**src/rtl/flash_cmd_pkg.sv**
```systemverilog
package flash_cmd_pkg;

  typedef enum logic [3:0] {
    CMD_NONE         = 4'd0,
    CMD_PROGRAM      = 4'd1,
    CMD_CHIP_ERASE   = 4'd2,
    CMD_SECTOR_ERASE = 4'd3,
    CMD_AUTOSEL      = 4'd4,
    CMD_QUERY        = 4'd5,
    CMD_RESET        = 4'd6,
    CMD_SUSPEND      = 4'd7,
    CMD_RESUME       = 4'd8,
    CMD_BYP_ENTER    = 4'd9,
    CMD_BYP_EXIT     = 4'd10
  } cmdKindE;

  typedef enum logic [1:0] {
    MODE_READ    = 2'd0,
    MODE_AUTOSEL = 2'd1,
    MODE_QUERY   = 2'd2,
    MODE_BYPASS  = 2'd3
  } modeE;

  typedef enum logic [3:0] {
    S_IDLE, S_UNL1, S_UNL2, S_PROG, S_ER1, S_ER2, S_ER3,
    S_BPROG, S_BERASE, S_BEXIT
  } seqStateE;

  // comparator results for the current write
  typedef struct packed {
    logic a555, a2aa, a055;
    logic dAA, d55, dA0, d80, d90, d20, d10, d30, dF0, d98, dB0, d00;
  } matchT;

  // strobes from control to datapath
  typedef struct packed {
    logic    emit;
    cmdKindE kind;
    logic    capAddr;
    logic    capData;
  } ctrlStrobeT;

endpackage

```
**src/rtl/flash_cmd_datapath.sv**
```systemverilog
module flash_cmd_datapath
  import flash_cmd_pkg::*;
#(
  parameter int ADDR_W        = 19,
  parameter int DATA_W        = 32,
  parameter int KEY_ADDR_BITS = 12,
  parameter int KEY_DATA_BITS = 8
) (
  input  logic              clk,
  input  logic              rstN,
  input  logic [ADDR_W-1:0] wrAddr,
  input  logic [DATA_W-1:0] wrData,
  input  ctrlStrobeT        strb,
  output matchT             match,
  output logic              cmdValid,
  output cmdKindE           cmdKind,
  output logic [ADDR_W-1:0] opAddr,
  output logic [DATA_W-1:0] opData
);

  localparam int NUM_CODES = 12;
  localparam logic [KEY_ADDR_BITS-1:0] K555 = KEY_ADDR_BITS'(12'h555);
  localparam logic [KEY_ADDR_BITS-1:0] K2AA = KEY_ADDR_BITS'(12'h2AA);
  localparam logic [KEY_ADDR_BITS-1:0] K055 = KEY_ADDR_BITS'(12'h055);
  localparam logic [NUM_CODES*8-1:0] CODE_LIST =
    {8'hAA, 8'h55, 8'hA0, 8'h80, 8'h90, 8'h20,
     8'h10, 8'h30, 8'hF0, 8'h98, 8'hB0, 8'h00};

  logic [KEY_ADDR_BITS-1:0] keyAddr;
  logic [KEY_DATA_BITS-1:0] keyData;
  logic [NUM_CODES-1:0]     codeHit;

  assign keyAddr = wrAddr[KEY_ADDR_BITS-1:0];
  assign keyData = wrData[KEY_DATA_BITS-1:0];

  for (genvar i = 0; i < NUM_CODES; i++) begin : g_code
    assign codeHit[NUM_CODES-1-i] =
      (keyData == KEY_DATA_BITS'(CODE_LIST[(NUM_CODES-1-i)*8 +: 8]));
  end

  assign match.a555 = (keyAddr == K555);
  assign match.a2aa = (keyAddr == K2AA);
  assign match.a055 = (keyAddr == K055);
  assign {match.dAA, match.d55, match.dA0, match.d80, match.d90, match.d20,
          match.d10, match.d30, match.dF0, match.d98, match.dB0, match.d00} = codeHit;

  always_ff @(posedge clk or negedge rstN) begin
    if (!rstN) begin
      cmdValid <= 1'b0;
      cmdKind  <= CMD_NONE;
      opAddr   <= '0;
      opData   <= '0;
    end else begin
      cmdValid <= strb.emit;
      if (strb.emit)    cmdKind <= strb.kind;
      if (strb.capAddr) opAddr  <= wrAddr;
      if (strb.capData) opData  <= wrData;
    end
  end

  // a program pulse reports the write that completed it
  a_r3_program_capture: assert property (@(posedge clk) disable iff (!rstN)
    (cmdValid && cmdKind == CMD_PROGRAM) |-> (opAddr == $past(wrAddr) && opData == $past(wrData)));

endmodule

```
**src/rtl/flash_cmd_ctrl.sv**
```systemverilog
module flash_cmd_ctrl
  import flash_cmd_pkg::*;
(
  input  logic       clk,
  input  logic       rstN,
  input  logic       wrStb,
  input  logic       arrayBusy,
  input  matchT      match,
  output ctrlStrobeT strb,
  output modeE       mode,
  output logic       suspended
);

  seqStateE state, nxtState;
  modeE     nxtMode;
  logic     nxtSusp;

  always_comb begin
    nxtState     = state;
    nxtMode      = mode;
    nxtSusp      = suspended;
    strb.emit    = 1'b0;
    strb.kind    = CMD_NONE;
    strb.capAddr = 1'b0;
    strb.capData = 1'b0;
    if (wrStb) begin
      nxtState = S_IDLE;  // any mismatch aborts
      case (state)
        S_IDLE: begin
          if (match.dB0) begin
            if (arrayBusy && !suspended) begin
              strb.emit = 1'b1; strb.kind = CMD_SUSPEND; strb.capAddr = 1'b1;
              nxtSusp = 1'b1;
            end
          end else if (match.d30) begin
            if (suspended) begin
              strb.emit = 1'b1; strb.kind = CMD_RESUME; strb.capAddr = 1'b1;
              nxtSusp = 1'b0;
            end
          end else if (mode == MODE_BYPASS) begin
            if (match.dA0)      nxtState = S_BPROG;
            else if (match.d80) nxtState = S_BERASE;
            else if (match.d90) nxtState = S_BEXIT;
          end else if (match.dF0) begin
            strb.emit = 1'b1; strb.kind = CMD_RESET; nxtMode = MODE_READ;
          end else if (match.d98 && match.a055) begin
            strb.emit = 1'b1; strb.kind = CMD_QUERY; nxtMode = MODE_QUERY;
          end else if (match.dAA && match.a555) begin
            nxtState = S_UNL1;
          end
        end
        S_UNL1: if (match.d55 && match.a2aa) nxtState = S_UNL2;
        S_UNL2: if (match.a555) begin
          if (match.dA0)      nxtState = S_PROG;
          else if (match.d80) nxtState = S_ER1;
          else if (match.d90) begin
            strb.emit = 1'b1; strb.kind = CMD_AUTOSEL; strb.capAddr = 1'b1;
            nxtMode = MODE_AUTOSEL;
          end else if (match.d20) begin
            strb.emit = 1'b1; strb.kind = CMD_BYP_ENTER; nxtMode = MODE_BYPASS;
          end
        end
        S_PROG, S_BPROG: begin
          strb.emit = 1'b1; strb.kind = CMD_PROGRAM;
          strb.capAddr = 1'b1; strb.capData = 1'b1;
        end
        S_ER1: if (match.dAA && match.a555) nxtState = S_ER2;
        S_ER2: if (match.d55 && match.a2aa) nxtState = S_ER3;
        S_ER3: begin
          if (match.d10 && match.a555) begin
            strb.emit = 1'b1; strb.kind = CMD_CHIP_ERASE;
          end else if (match.d30) begin
            strb.emit = 1'b1; strb.kind = CMD_SECTOR_ERASE; strb.capAddr = 1'b1;
          end
        end
        S_BERASE: if (match.d10) begin
          strb.emit = 1'b1; strb.kind = CMD_CHIP_ERASE;
        end
        S_BEXIT: if (match.d00) begin
          strb.emit = 1'b1; strb.kind = CMD_BYP_EXIT; nxtMode = MODE_READ;
        end
        default: nxtState = S_IDLE;
      endcase
    end
  end

  always_ff @(posedge clk or negedge rstN) begin
    if (!rstN) begin
      state     <= S_IDLE;
      mode      <= MODE_READ;
      suspended <= 1'b0;
    end else begin
      state     <= nxtState;
      mode      <= nxtMode;
      suspended <= nxtSusp;
    end
  end

  // suspension only starts after a busy cycle
  a_r12_suspend_needs_busy: assert property (@(posedge clk) disable iff (!rstN)
    $rose(suspended) |-> $past(arrayBusy && wrStb));

  // suspension only ends through a resume write
  a_r13_resume_needs_write: assert property (@(posedge clk) disable iff (!rstN)
    $fell(suspended) |-> $past(wrStb && match.d30));

  // bypass entered only from the end of the unlock pair
  a_r10_bypass_entry: assert property (@(posedge clk) disable iff (!rstN)
    (mode == MODE_BYPASS && $past(mode != MODE_BYPASS)) |-> $past(state == S_UNL2));

  // bypass left only through the exit step
  a_r11_bypass_exit: assert property (@(posedge clk) disable iff (!rstN)
    (mode != MODE_BYPASS && $past(mode == MODE_BYPASS)) |-> $past(state == S_BEXIT && wrStb));

endmodule

```
**src/rtl/flash_cmd_decoder.sv**
```systemverilog
module flash_cmd_decoder
  import flash_cmd_pkg::*;
#(
  parameter int ADDR_W        = 19,
  parameter int DATA_W        = 32,
  parameter int KEY_ADDR_BITS = 12,
  parameter int KEY_DATA_BITS = 8
) (
  input  logic              clk,
  input  logic              rstN,
  input  logic              wrStb,
  input  logic [ADDR_W-1:0] wrAddr,
  input  logic [DATA_W-1:0] wrData,
  input  logic              arrayBusy,
  output logic              cmdValid,
  output logic [3:0]        cmdKind,
  output logic [ADDR_W-1:0] opAddr,
  output logic [DATA_W-1:0] opData,
  output logic [1:0]        mode,
  output logic              suspended
);

  matchT      match;
  ctrlStrobeT strb;
  cmdKindE    kindQ;
  modeE       modeQ;

  flash_cmd_ctrl u_ctrl (
    .clk       (clk),
    .rstN      (rstN),
    .wrStb     (wrStb),
    .arrayBusy (arrayBusy),
    .match     (match),
    .strb      (strb),
    .mode      (modeQ),
    .suspended (suspended)
  );

  flash_cmd_datapath #(
    .ADDR_W        (ADDR_W),
    .DATA_W        (DATA_W),
    .KEY_ADDR_BITS (KEY_ADDR_BITS),
    .KEY_DATA_BITS (KEY_DATA_BITS)
  ) u_dp (
    .clk      (clk),
    .rstN     (rstN),
    .wrAddr   (wrAddr),
    .wrData   (wrData),
    .strb     (strb),
    .match    (match),
    .cmdValid (cmdValid),
    .cmdKind  (kindQ),
    .opAddr   (opAddr),
    .opData   (opData)
  );

  assign cmdKind = kindQ;
  assign mode    = modeQ;

  // a command pulse is always the result of a write one cycle earlier
  a_r2_pulse_after_write: assert property (@(posedge clk) disable iff (!rstN)
    cmdValid |-> $past(wrStb));

endmodule

```
**config.mk**
```make
export PLATFORM = sky130hd
export DESIGN_NAME = flash_cmd_decoder
export DESIGN_NICKNAME = d
export VERILOG_FILES = /design/src/rtl/flash_cmd_pkg.sv /design/src/rtl/flash_cmd_datapath.sv /design/src/rtl/flash_cmd_ctrl.sv /design/src/rtl/flash_cmd_decoder.sv
export SDC_FILE = /design/constraint.sdc
export NUM_CORES = 1
export LEC_CHECK = 0
export ABC_AREA = 1
export BUFFER_PORTS_ARGS = -buffer_cell sky130_fd_sc_hd__buf_2
export CAP_MARGIN = 20
export CORE_UTILIZATION = 46
export DETAILED_ROUTE_END_ITERATION = 7
export PLACE_DENSITY_LB_ADDON = 0.3
export SYNTH_ARGS = -nofsm -noshare
export SYNTH_HDL_FRONTEND = slang
export SYNTH_SLANG_ARGS = --single-unit
export TNS_END_PERCENT = 100
```
**constraint.sdc**
```tcl
create_clock -name clk -period 1.7 [get_ports clk]
set_clock_uncertainty 0.2 [all_clocks]
set_input_delay 0.255 -clock clk [delete_from_list [all_inputs] [get_ports clk]]
set_output_delay 0.255 -clock clk [all_outputs]
set_load 0.05 [all_outputs]
```
== Word-level counts from Yosys, hierarchy flattened ==
Cells that the tools add are included.

* Add/subtract/negate cells: 0
* Multipliers: 0
* Div/mod/pow operators: 0
* Order comparisons: 0
* Equal/unequal tests: 34
* Shift-type cells: 0
* Muxes and demuxes: 54
* Bitwise logic cells: 0
* Reductions and logical operators: 13

{| class="wikitable"
|+ Operator list
! cell !! number
|-
| 8-bit == test (second input constant) || 7
|-
| 5-bit 2-to-1 mux || 9
|-
| 6-bit 2-to-1 mux || 7
|-
| 4-bit 2-to-1 mux || 9
|-
| 5-bit case mux with 6 select lines || 1
|-
| 2-bit 2-to-1 mux || 12
|-
| 4-bit case mux with 5 select lines || 1
|-
| 4-bit by 3-bit == test with 1-bit output (second input constant) || 4
|-
| 8-bit by 6-bit == test with 1-bit output (second input constant) || 2
|-
| 12-bit by 10-bit == test with 1-bit output (second input constant) || 1
|-
| 12-bit by 11-bit == test with 1-bit output (second input constant) || 1
|-
| 12-bit by 7-bit == test with 1-bit output (second input constant) || 1
|-
| 2-bit inequality test (second input constant) || 6
|-
| 11-bit AND reduction || 1
|-
| 1-bit 2-to-1 mux || 9
|-
| 3-bit 2-to-1 mux || 3
|-
| 4-bit by 2-bit == test with 1-bit output (second input constant) || 2
|-
| 4-bit == test (second input constant) || 2
|-
| 8-bit by 5-bit == test with 1-bit output (second input constant) || 1
|-
| 8-bit by 7-bit == test with 1-bit output (second input constant) || 1
|-
| 8-bit logical NOT || 1
|-
| 7-bit 2-to-1 mux || 1
|-
| 2-bit case mux with 3 select lines || 1
|-
| 1-bit logical AND || 5
|-
| 12 further kinds || 13
|}

* Bits in registers: 63
* Latch bits: 0
* Bits in writable memories: 0
* ROM bits: 0
* Bits of input ports: 55
* Output and inout port bits: 59
* Logic and storage cells: 108
* Memories: 0

== Depth between registers and ports, before layout ==
Gate-level depths: netlist (run 1).

* Depth in word-level cells: 9
* Mapped depth: 13

== Hierarchy ==
Synthesis (run 1) repeated with hierarchy kept, for this count alone.

* Cells, all modules: 363
* Area, all modules: 3178.0 µm²

{| class="wikitable"
|+ By module, submodules not included
! module !! instances !! cells an instance !! area an instance (µm²) !! seq. area each (µm²)
|-
| flash_cmd_datapath || 1 || 208 || 2333.5 || 1401.3
|-
| flash_cmd_ctrl || 1 || 155 || 844.6 || 175.2
|}

== Worst setup path after synthesis (run 1) ==
Ideal clock, no wire load.

* Kind: register to register
* From: reg u_ctrl.suspended
* To: reg u_dp.cmdKind[0]
* Library setup time: 66 ps
* Data arrival time: 1534 ps
* Setup slack: -100 ps
* Stages on the path, launching flop included: 11
* Period minus slack after synthesis: 1800 ps
* Path through: dfrtp_1 > inv_1 > nand2_1 > inv_1 > o21ai_2 > nor2_1 > nor2_1 > nand2_1 > nand2_2 > nand2_1 > nand2_1

* Cells in the longest elaborated chain, start to end: 6
* Elaborated cells on any way between the ends: 8
* Those cells by class: mux: 6; reduce/logical: 2

{| class="wikitable"
|+ RTL lines
! what !! line !! source
|-
| start: declaration || flash_cmd_ctrl.sv:11 || <nowiki>output logic suspended</nowiki>
|-
| start signal: assignment || flash_cmd_ctrl.sv:95 || <nowiki>suspended <= nxtSusp;</nowiki>
|-
| 1-bit logical NOT || flash_cmd_ctrl.sv:31 || <nowiki>if (arrayBusy && !suspended) begin</nowiki>
|-
| 1-bit logical AND || flash_cmd_ctrl.sv:31 ||
|-
| 6-bit 2-to-1 mux || flash_cmd_ctrl.sv:31 ||
|-
| 6-bit 2-to-1 mux (*) || flash_cmd_ctrl.sv:30 || <nowiki>if (match.dB0) begin</nowiki>
|-
| 5-bit case mux with 6 select lines (*) || flash_cmd_ctrl.sv:28 || <nowiki>case (state)</nowiki>
|-
| 7-bit 2-to-1 mux (*) || flash_cmd_ctrl.sv:26 || <nowiki>if (wrStb) begin</nowiki>
|-
| end signal: assignment || flash_cmd_datapath.sv:55 || <nowiki>if (strb.emit) cmdKind <= strb.kind;</nowiki>
|-
| end: declaration || flash_cmd_datapath.sv:16 || <nowiki>output cmdKindE cmdKind,</nowiki>
|}

Mark *: on every way between the ends. The rest lies on a longest branch, timed or not.
A chain may end at the register's enable or synchronous reset.

== Worst setup path after layout (run 1) ==
* From: reg u_ctrl.state[1]
* To: reg u_dp.opAddr[9]

* Cells in the longest elaborated chain, start to end: 4
* Elaborated cells on any way between the ends: 8
* Those cells by class: eq/ne: 4; mux: 2; reduce/logical: 2

{| class="wikitable"
|+ RTL lines
! what !! line !! source
|-
| start: declaration || flash_cmd_ctrl.sv:14 || <nowiki>seqStateE state, nxtState;</nowiki>
|-
| start signal: assignment || flash_cmd_ctrl.sv:93 || <nowiki>state <= nxtState;</nowiki>
|-
| 4-bit by 2-bit == test with 1-bit output or 4-bit by 3-bit == test with 1-bit output (tied branches) || flash_cmd_ctrl.sv:28 ||
|-
| 2-bit OR reduction || flash_cmd_ctrl.sv:28 ||
|-
| 1-bit case mux with 4 select lines (*) || flash_cmd_ctrl.sv:28 ||
|-
| 7-bit 2-to-1 mux (*) || flash_cmd_ctrl.sv:26 ||
|-
| end signal: assignment || flash_cmd_datapath.sv:56 || <nowiki>if (strb.capAddr) opAddr <= wrAddr;</nowiki>
|-
| end: declaration || flash_cmd_datapath.sv:17 || <nowiki>output logic [ADDR_W-1:0] opAddr,</nowiki>
|}

Marks and branches as above.

==> results of run 1 <==
## area by class of cell
class,count,area [sq um]
well taps,99,124
repair buffers,214,1460
fillers,495,1890
flip-flops and latches,63,1580
clock inverters,2,37.5
multi-input cells,273,1830
clock buffers,13,179
inverters,40,151
## cells in the final DEF (no fill, tap or decap), types with 16 or more instances in the layout
cell,synthesis,final
mux2_4,24,24
dlygate4sd3_1,0,32
dfrtp_1,63,57
nor2_1,33,26
inv_1,24,23
buf_2,2,113
buf_4,2,62
nand3_1,36,35
nand2_1,101,78
nand2_2,7,25
inv_2,15,16
## worst max-delay path, cell delays in order (launching register included)
cell and delay (ns):
dfrtp_1 0.42, inv_2 0.14, nor3_2 0.05, buf_4 0.14, buf_4 0.13, a21oi_4 0.17
nand4_4 0.12, buf_12 0.18, nand2_8 0.11, nand2_2 0.07, o21ai_2 0.05
## sequential cells by signal, indices dropped and copies added, names as in the netlist
signal / count
u_ctrl.state: 4
u_dp.cmdValid: 1
u_dp.opData: 32
u_dp.opAddr: 19
u_dp.cmdKind: 4
u_ctrl.mode: 2
u_ctrl.suspended: 1
## how the worst max path moves through the flow
| stage | from | endpoint | slack, ns | cells after the start |
|---|---|---|---|---|
| floorplan | u_ctrl.state[3] | u_dp.opAddr[11] | 0.02 | 9 |
| global placement | wrAddr[7] | u_dp.cmdKind[1] | -0.14 | 14 |
| detailed placement | wrAddr[7] | u_dp.cmdKind[1] | -0.21 | 14 |
| CTS | u_ctrl.state[2] | u_dp.cmdKind[1] | -0.07 | 11 |
| global route | u_ctrl.state[1] | u_dp.opAddr[9] | -0.24 | 10 |
| finish | u_ctrl.state[1] | u_dp.opAddr[9] | -0.15 | 10 |
## cell families after synthesis
logic type             Yosys count
multiplexers                    24
buffers and inverters           51
AO/OA/AOI/OAI                   33
AND/OR/NAND/NOR                213
flip-flops                      63
## metrics by stage
stage / hold slack, ns / power (uW)
6_report: 0.0130 / 3390
5_1_grt: 0.0268 / 3520
4_1_cts: 0.00813 / 3420
3_5_place_dp: -0.0273 / 1950
3_3_place_gp: -0.0330 / 1940
2_1_floorplan: -0.241 / 1730
## what timing repair did
item	CTS	global route
hold buffers	32	0
endpoints found under the hold margin	94	0
gates resized for setup	32	20
pin swaps	5	15
buffers inserted	5	4
cloned	3	0
setup endpoints to repair	50	53
## power by group
| part | switching (uW) | leakage (uW) | total [uW] | internal, uW |
|---|---|---|---|---|
| registers | 15.4 | 0.000867 | 1540 | 1520 |
| clock network | 569 | 0.000108 | 1400 | 830 |
| logic | 267 | 0.00204 | 460 | 193 |
| total | 851 | 0.00302 | 3390 | 2540 |
## per-layer routing
metal	GRT usage	vias to the layer above	wire [microns]
met5	0	-	0
met4	0.0733	0	178
met3	0.0578	20	541
met2	0.460	127	5220
met1	0.306	1642	4220
li1	-	1688	-
==> results.yml, run 1 <==
outcome:
  status: "finished with violations"
  violations: "negative setup slack"
die:
  die_x_microns: 88.6
  row_count: 31
  core_area_sq_um: 7250
  die_h_microns: 88.6
  boundaryPins: 114
  start_util: 0.475
  die-area_sq_um: 7840
drt:
  drc: 0
  final_antenna_net_count: 0
  wl_per_cell_microns: 14.4
  vias_per_cell: 4.94
  drt_iter0_drc: 151
  vias: 3477
  routed_wl_mm: 10.2
  drt_first_pass_iters: 4
power:
  max-vdd-ir-drop_mv: 0.349
  power.density_nw_per_um2: 633
  power_leakage_uw: 0.00302
logic_synthesis:
  synthFlopType: "dfrtp_1"
  syn_inst: 384
  synth_xor_area_frac: 0
  yosys.area_share.simple: 0.308
  async_flop_share: 1.00
  synth_top_family_by_area: "simple AND/OR/NAND/NOR gates"
  synth_area_leaders: "dfrtp_1 46%, nand2_1 11%, mux2_4 10%, nand3_1 5.2%, nor2_1 3.6%"
  synthMostInstantiatedCell: "nand2_1"
  yosys.area.top_type: "dfrtp_1"
  synth_common_cells: "101 x nand2_1, 63 x dfrtp_1, 36 x nand3_1, 33 x nor2_1"
  synth_area_sq_um: 3450
  yosysWarnings: 0
  mappedNetlistNets: 439
  synth_compound_area_frac: 0.0628
  synth_top_area_frac: 0.458
  avgSynthCellArea_sq_um: 8.97
  synth_edf_count: 0
  yosysSeqAreaShare: 0.458
  yosys.area_share.adder: 0
  synthMuxAreaShare: 0.105
  ys_types: 32
  synth_seq_cells: 63
final_layout:
  syn_to_final_growth_pct: 55.6
  nets: 656
  drive_above_1_share: 0.524
  post-route-util: 0.739
  stdcell_count: 704
  n_antenna_cell: 0
  finalInstanceArea_sq_um: 5360
placed_design:
  placed_cell_area_sq_um: 4540
  portBuffers: 113
  dp_slack_ns: -0.208
  dp_hpwl_mm: 6.63
  gp_congestion: 0.906
  dp.cells: 646
sta:
  rsz0062_at_grt: "yes"
  finalSetupTns_ns: -4.07
  min_period_ns: 1.85
  max_freq_mhz: 540
  fin_crit_sh: 1.09
  hold_viol: 0
  setup_ws_ns: -0.152
  drv_slew: 0
  slew-limit-headroom: 0.772
  setup_viol: 50
  worst_pin_slew_ns: 0.342
critical_path:
  worstPathRequired_ns: 1.77
  crit_fanout: 7
  cp-end-kind: "register"
  reg2reg_depth: 10
  r2r_end: "u_dp.opAddr[9]"
  start_kind: "register"
  arrival_ns: 1.92
  r2r_start: "u_ctrl.state[1]"
  crit_type: "reg2reg"
  ff2ff_setup_slack_ns: -0.15
worst_hold_path:
  hold_path_depth: 3
  hold_start: "wrAddr[10]"
  worst_hold_path.endpoint: "u_dp.opAddr[10]"
  hp-class: "in2reg"
global_routing:
  grt_pass1_vias: 3301
  grt_first_pass_wirelength_mm: 15.1
  grt_max_degree: 41
  grt_remaining_overflow: 0
  grt_usage: 0.256
  antenna_found_initial: 0
clock_network:
  cts.sinks: 63
  cts_root_buf: "clkbuf_8"
  cts.clk_slew.worst_paths_ns: 0.07
  cts_tree: "done"
  clk_latency_ns: 0.33
  numCtsBuffers: 9
  h-tree-depth: 3
  clockBufferDepth: 2
job:
  cap_violations: 0
No activity file was read; power rests on OpenSTA's default activity.
==> inputs of run 2 (changes only) <==
--- a/config.mk
+++ b/config.mk
@@ -8,9 +8,12 @@
 export ABC_AREA = 1
 export BUFFER_PORTS_ARGS = -buffer_cell sky130_fd_sc_hd__buf_2
 export CAP_MARGIN = 20
-export CORE_UTILIZATION = 46
+export CELL_PAD_IN_SITES_DETAIL_PLACEMENT = 1
+export CELL_PAD_IN_SITES_GLOBAL_PLACEMENT = 1
+export CORE_UTILIZATION = 34
 export DETAILED_ROUTE_END_ITERATION = 7
 export PLACE_DENSITY_LB_ADDON = 0.3
+export SKIP_LAST_GASP = 1
 export SYNTH_ARGS = -nofsm -noshare
 export SYNTH_HDL_FRONTEND = slang
 export SYNTH_SLANG_ARGS = --single-unit
==> run 2 against run 1 <==
The run still ends with negative setup slack left. Sequential cell count stayed put. Utilization is 19 points lower. Die area increased by 34%. Critical path depth shrank 5. Critical endpoint is now u_dp.opData[16].
==> results.yml, run 2 (synthesis gave the netlist of run 1 again) <==
outcome:
  status: "finished with violations"
  violations: "negative setup slack"
sta:
  min_period_ns: 1.92
  hold_viol: 0
  setup_ws_ns: -0.221
  fin_crit_sh: 1.13
  setup_viol: 58
  finalSetupTns_ns: -9.64
  drv_slew: 0
  worst_pin_slew_ns: 0.349
  slew-limit-headroom: 0.767
  max_freq_mhz: 521
  rsz0062_at_grt: "yes"
power:
  power.density_nw_per_um2: 617
  max-vdd-ir-drop_mv: 0.360
  power_leakage_uw: 0.00303
final_layout:
  mostFrequentLayoutCells: "113 x buf_2, 93 x nand2_1, 61 x buf_4, 57 x dfrtp_1"
  seq_area_sq_um: 1580
  stdcell_count: 742
  drive_above_1_share: 0.501
  top_regs: "u_dp.opData (32), u_dp.opAddr (19)"
  nets: 659
  layout_commonest_cell: "buf_2"
  syn_to_final_growth_pct: 56.5
  top_register: "u_dp.opData"
  n_antenna_cell: 0
  multi_input_area_sq_um: 1770
  nFillCells: 1198
  largest_reg_flops: 32
placed_design:
  portBuffers: 113
  dp_hpwl_mm: 7.87
  dp.cells: 684
  gp_congestion: 0.859
  dp_slack_ns: -0.227
clock_network:
  cts_root_buf: "clkbuf_8"
  cts.sinks: 63
  cts.clk_slew.worst_paths_ns: 0.08
  h-tree-depth: 3
  cts_tree: "done"
  clockBufferDepth: 2
  clk_latency_ns: 0.35
  numCtsBuffers: 9
global_routing:
  antenna_found_initial: 0
  grt_remaining_overflow: 0
  grt_usage: 0.234
  grt_first_pass_wirelength_mm: 18.5
  grt_max_degree: 64
  grt_pass1_vias: 3797
job:
  cap_violations: 0
drt:
  drt_first_pass_iters: 5
  drt_iter0_drc: 105
  wl_per_cell_microns: 17.1
  vias_per_cell: 4.80
  drc: 0
  routed_wl_mm: 12.7
  vias: 3563
  final_antenna_net_count: 0
die:
  die_h_microns: 103
  boundaryPins: 114
  die-area_sq_um: 10500
  core_area_sq_um: 9820
  row_count: 36
  start_util: 0.351
  die_x_microns: 103
critical_path:
  crit_fanout: 12
  worstPathRequired_ns: 1.73
  arrival_ns: 1.95
  cp-end-kind: "register"
  crit_type: "reg2reg"
  start_kind: "register"
worst_hold_path:
  hp-class: "in2reg"
-- run 2: changes by cell type in the layout (fill, tap and decap cells not counted), sizes merged --
cell	delta
buf	+2
clkbuf	-2
clkinv	+4
dlygate4sd3	+1
nand2	-1
-- run 2: layer usage --
| metal | global-route usage | part of all wire |
|---|---|---|
| met4 | 0.0857 | 0.014 |
| met3 | 0.0515 | 0.051 |
| met1 | 0.269 | 0.42 |
| met2 | 0.425 | 0.51 |
| met5 | 0 | 0 |
-- run 2: area by class of cell --
| cell class | count | share of cell area |
|---|---|---|
| Clock buffer | 10 | 0.0237 |
| Timing Repair Buffer | 218 | 0.283 |
| Tap cell | 133 | 0.0309 |
| Sequential cell | 63 | 0.294 |
| Inverter | 40 | 0.0290 |
| Multi-Input combinational cell | 272 | 0.328 |
| Clock inverter | 6 | 0.0114 |
-- run 2: critical path, stage by stage (launching register included) --
cell and delay (ns):
dfrtp_2 0.47, buf_6 0.14, nor3_4 0.29, nand2_2 0.17
clkbuf_16 0.22, mux2_4 0.30
-- run 2: final timing paths --
| path | endpoint | slack [ns] | startpoint | cells after the start |
|---|---|---|---|---|
| min in group asynchronous | u_dp.opAddr[15] | 0.26 | rstN | 3 |
| max in group asynchronous | u_ctrl.state[2] | 0.73 | rstN | 3 |
| worst min-delay path | u_dp.opData[4] | 0.02 | wrData[4] | 3 |
| worst min register to register | u_dp.opAddr[13] | 0.27 | u_dp.opAddr[13] | 2 |
| worst max-delay path | u_dp.opData[16] | -0.22 | u_ctrl.state[3] | 5 |
| worst max register to register | u_dp.opData[16] | -0.22 | u_ctrl.state[3] | 5 |
-- run 2: report_power, final --
| part | internal (uW) | switching [uW] | total (uW) |
|---|---|---|---|
| Clock | 673 | 649 | 1320 |
| Combinational | 195 | 279 | 473 |
| Sequential | 1520 | 13.6 | 1530 |
| Total | 2390 | 941 | 3330 |
-- run 2: timing repair --
item	4_1_cts	5_1_grt
gates cloned	3	1
hold endpoints to repair	95	0
setup endpoints to repair	58	61
pin swaps	8	7
resized for setup	25	15
hold buffers	33	0
setup buffers	4	1
-- run 2: metrics by stage --
| step | power [uW] | area (sq um) | hold slack (ns) | util |
|---|---|---|---|---|
| floorplan | 1730 | 3450 | -0.241 | - |
| global placement | 1950 | 4630 | 0.0946 | 0.471 |
| detailed placement | 1960 | 4630 | 0.104 | 0.471 |
| CTS | 3340 | 5310 | 0.0100 | 0.541 |
| global route | 3460 | 5390 | 0.0327 | 0.549 |
| finish | 3330 | 5390 | 0.0240 | 0.549 |
==> inputs of run 3 (changes only) <==
--- a/config.mk
+++ b/config.mk
@@ -13,7 +13,6 @@
 export CORE_UTILIZATION = 34
 export DETAILED_ROUTE_END_ITERATION = 7
 export PLACE_DENSITY_LB_ADDON = 0.3
-export SKIP_LAST_GASP = 1
 export SYNTH_ARGS = -nofsm -noshare
 export SYNTH_HDL_FRONTEND = slang
 export SYNTH_SLANG_ARGS = --single-unit
==> run 3 against run 2 <==
The flow still finishes with violations (negative setup slack). Power decreased by 0.25%. Clock power about the same. Via count decreased by 1.2%. Non-clock buffer count unchanged. Cell count increased by 0.13%. Die area unchanged. Worst setup slack improved by 0.050 ns. Sequential share of layout area decreased by 0.17 points. Combinational power about the same.
==> results.yml, run 3 (synthesis gave the netlist of run 1 again) <==
global_routing:
  grt_pass1_vias: 3797
  grt_usage: 0.234
  grt_first_pass_wirelength_mm: 18.5
  antenna_found_initial: 1
  grt_remaining_overflow: 0
  grt_max_degree: 64
final_layout:
  layout_commonest_cell: "buf_2"
  nets: 659
  nFillCells: 1206
  largest_reg_flops: 32
  top_regs: "u_dp.opData (32), u_dp.opAddr (19)"
  syn_to_final_growth_pct: 57.5
  multi_input_area_sq_um: 1820
  mostFrequentLayoutCells: "113 x buf_2, 79 x nand2_1, 61 x buf_4, 56 x dfrtp_1, 34 x dlygate4sd3_1"
  seq_area_sq_um: 1590
  top_register: "u_dp.opData"
  drive_above_1_share: 0.529
clock_network:
  clk_latency_ns: 0.35
  cts_root_buf: "clkbuf_8"
  cts.sinks: 63
  h-tree-depth: 3
  numCtsBuffers: 9
  clockBufferDepth: 2
  cts_tree: "done"
  cts.clk_slew.worst_paths_ns: 0.08
drt:
  drt_iter0_drc: 99
  vias: 3520
  routed_wl_mm: 12.0
  vias_per_cell: 4.74
  drc: 0
  final_antenna_net_count: 0
  wl_per_cell_microns: 16.2
  drt_first_pass_iters: 4
sta:
  min_period_ns: 1.87
  finalSetupTns_ns: -6.52
  setup_ws_ns: -0.171
  rsz0062_at_grt: "yes"
  drv_slew: 0
  max_freq_mhz: 534
  setup_viol: 57
  hold_viol: 0
  worst_pin_slew_ns: 0.344
  slew-limit-headroom: 0.771
  fin_crit_sh: 1.10
die:
  row_count: 36
  die_h_microns: 103
  core_area_sq_um: 9820
  die-area_sq_um: 10500
  die_x_microns: 103
  boundaryPins: 114
  start_util: 0.351
critical_path:
  worstPathRequired_ns: 1.75
  crit_type: "reg2reg"
  start_kind: "register"
  cp-end-kind: "register"
  crit_end: "u_dp.opAddr[15]"
  r2r_start: "u_ctrl.state[3]"
  reg2reg_depth: 9
  arrival_ns: 1.92
  crit_fanout: 7
  ff2ff_setup_slack_ns: -0.17
  r2r_end: "u_dp.opAddr[15]"
  startpoint: "u_ctrl.state[3]"
placed_design:
  portBuffers: 113
  gp_congestion: 0.859
  dp_hpwl_mm: 7.87
outcome:
  violations: "negative setup slack"
  status: "finished with violations"
power:
  max-vdd-ir-drop_mv: 0.305
  finalPower_uw: 3320
  power_leakage_uw: 0.00303
  power.density_nw_per_um2: 612
worst_hold_path:
  hold_path_depth: 4
  hp-class: "in2reg"
  hold_start: "wrAddr[5]"
job:
  cap_violations: 0
## run 3: cell types whose count changed in the layout (fill, tap and decap cells not counted), sizes merged
cell	previous run	this run
clkbuf	11	10
diode	0	1
dlygate4sd3	33	34
## run 3: repair_timing
action                                  CTS  global route
resized for setup                        34            32
hold buffers                             34             0
endpoints found under the setup margin   58            61
pin swaps                                10             6
cloned                                    3             0
buffers inserted                          4             1
hold endpoints to repair                 96             0
## run 3: power by group
group / switching, uW / leakage, uW / internal (uW) / total (uW)
sequential: 13.9 / 0.000865 / 1520 / 1530
combinational: 276 / 0.00207 / 197 / 473
clock: 641 / 0.0000960 / 672 / 1310
total: 931 / 0.00303 / 2390 / 3320
## run 3: area by class of cell
type                       instances  share of cell area
antenna                            1            0.000461
tap                              133              0.0307
inverter                          40              0.0288
sequential                        63               0.292
multi-input combinational        272               0.335
clock buffer                      10              0.0235
timing repair buffer             218               0.278
clock inverter                     6              0.0113
## run 3: how the worst min path moves through the flow
| stage | end | slack, ns |
|---|---|---|
| floorplan | u_ctrl.mode[0] | -0.24 |
| global placement | u_dp.opData[30] | 0.09 |
| detailed placement | u_dp.opData[31] | 0.10 |
| CTS | u_dp.opAddr[3] | 0.02 |
| global route | u_dp.opAddr[3] | 0.04 |
| finish | u_dp.opAddr[5] | 0.04 |
## run 3: metal layers
layer | share of wire | up-vias | track usage
li1 | - | 1692 | -
met1 | 0.43 | 1722 | 0.269
met2 | 0.51 | 90 | 0.425
met3 | 0.053 | 16 | 0.0515
met4 | 0.010 | 0 | 0.0857
met5 | 0 | - | 0
## run 3: per-stage QoR
step,utilization,setup WS (ns),area [sq um],hold WS (ns),instances
floorplan,-,0.0166,3450,-0.241,384
global placement,0.471,-0.179,4630,0.0946,684
detailed placement,0.471,-0.227,4630,0.104,684
CTS,0.542,-0.112,5320,0.0205,741
global route,0.553,-0.253,5430,0.0382,743
finish,0.553,-0.171,5430,0.0372,743
## run 3: worst max-delay path: stages, from the launching register on
cell	delay, ns
dfrtp_2	0.47
buf_6	0.14
nor3_4	0.27
buf_6	0.15
a21oi_4	0.03
nand4_4	0.14
buf_12	0.15
nand2_8	0.08
nand2_1	0.08
nand2_1	0.04
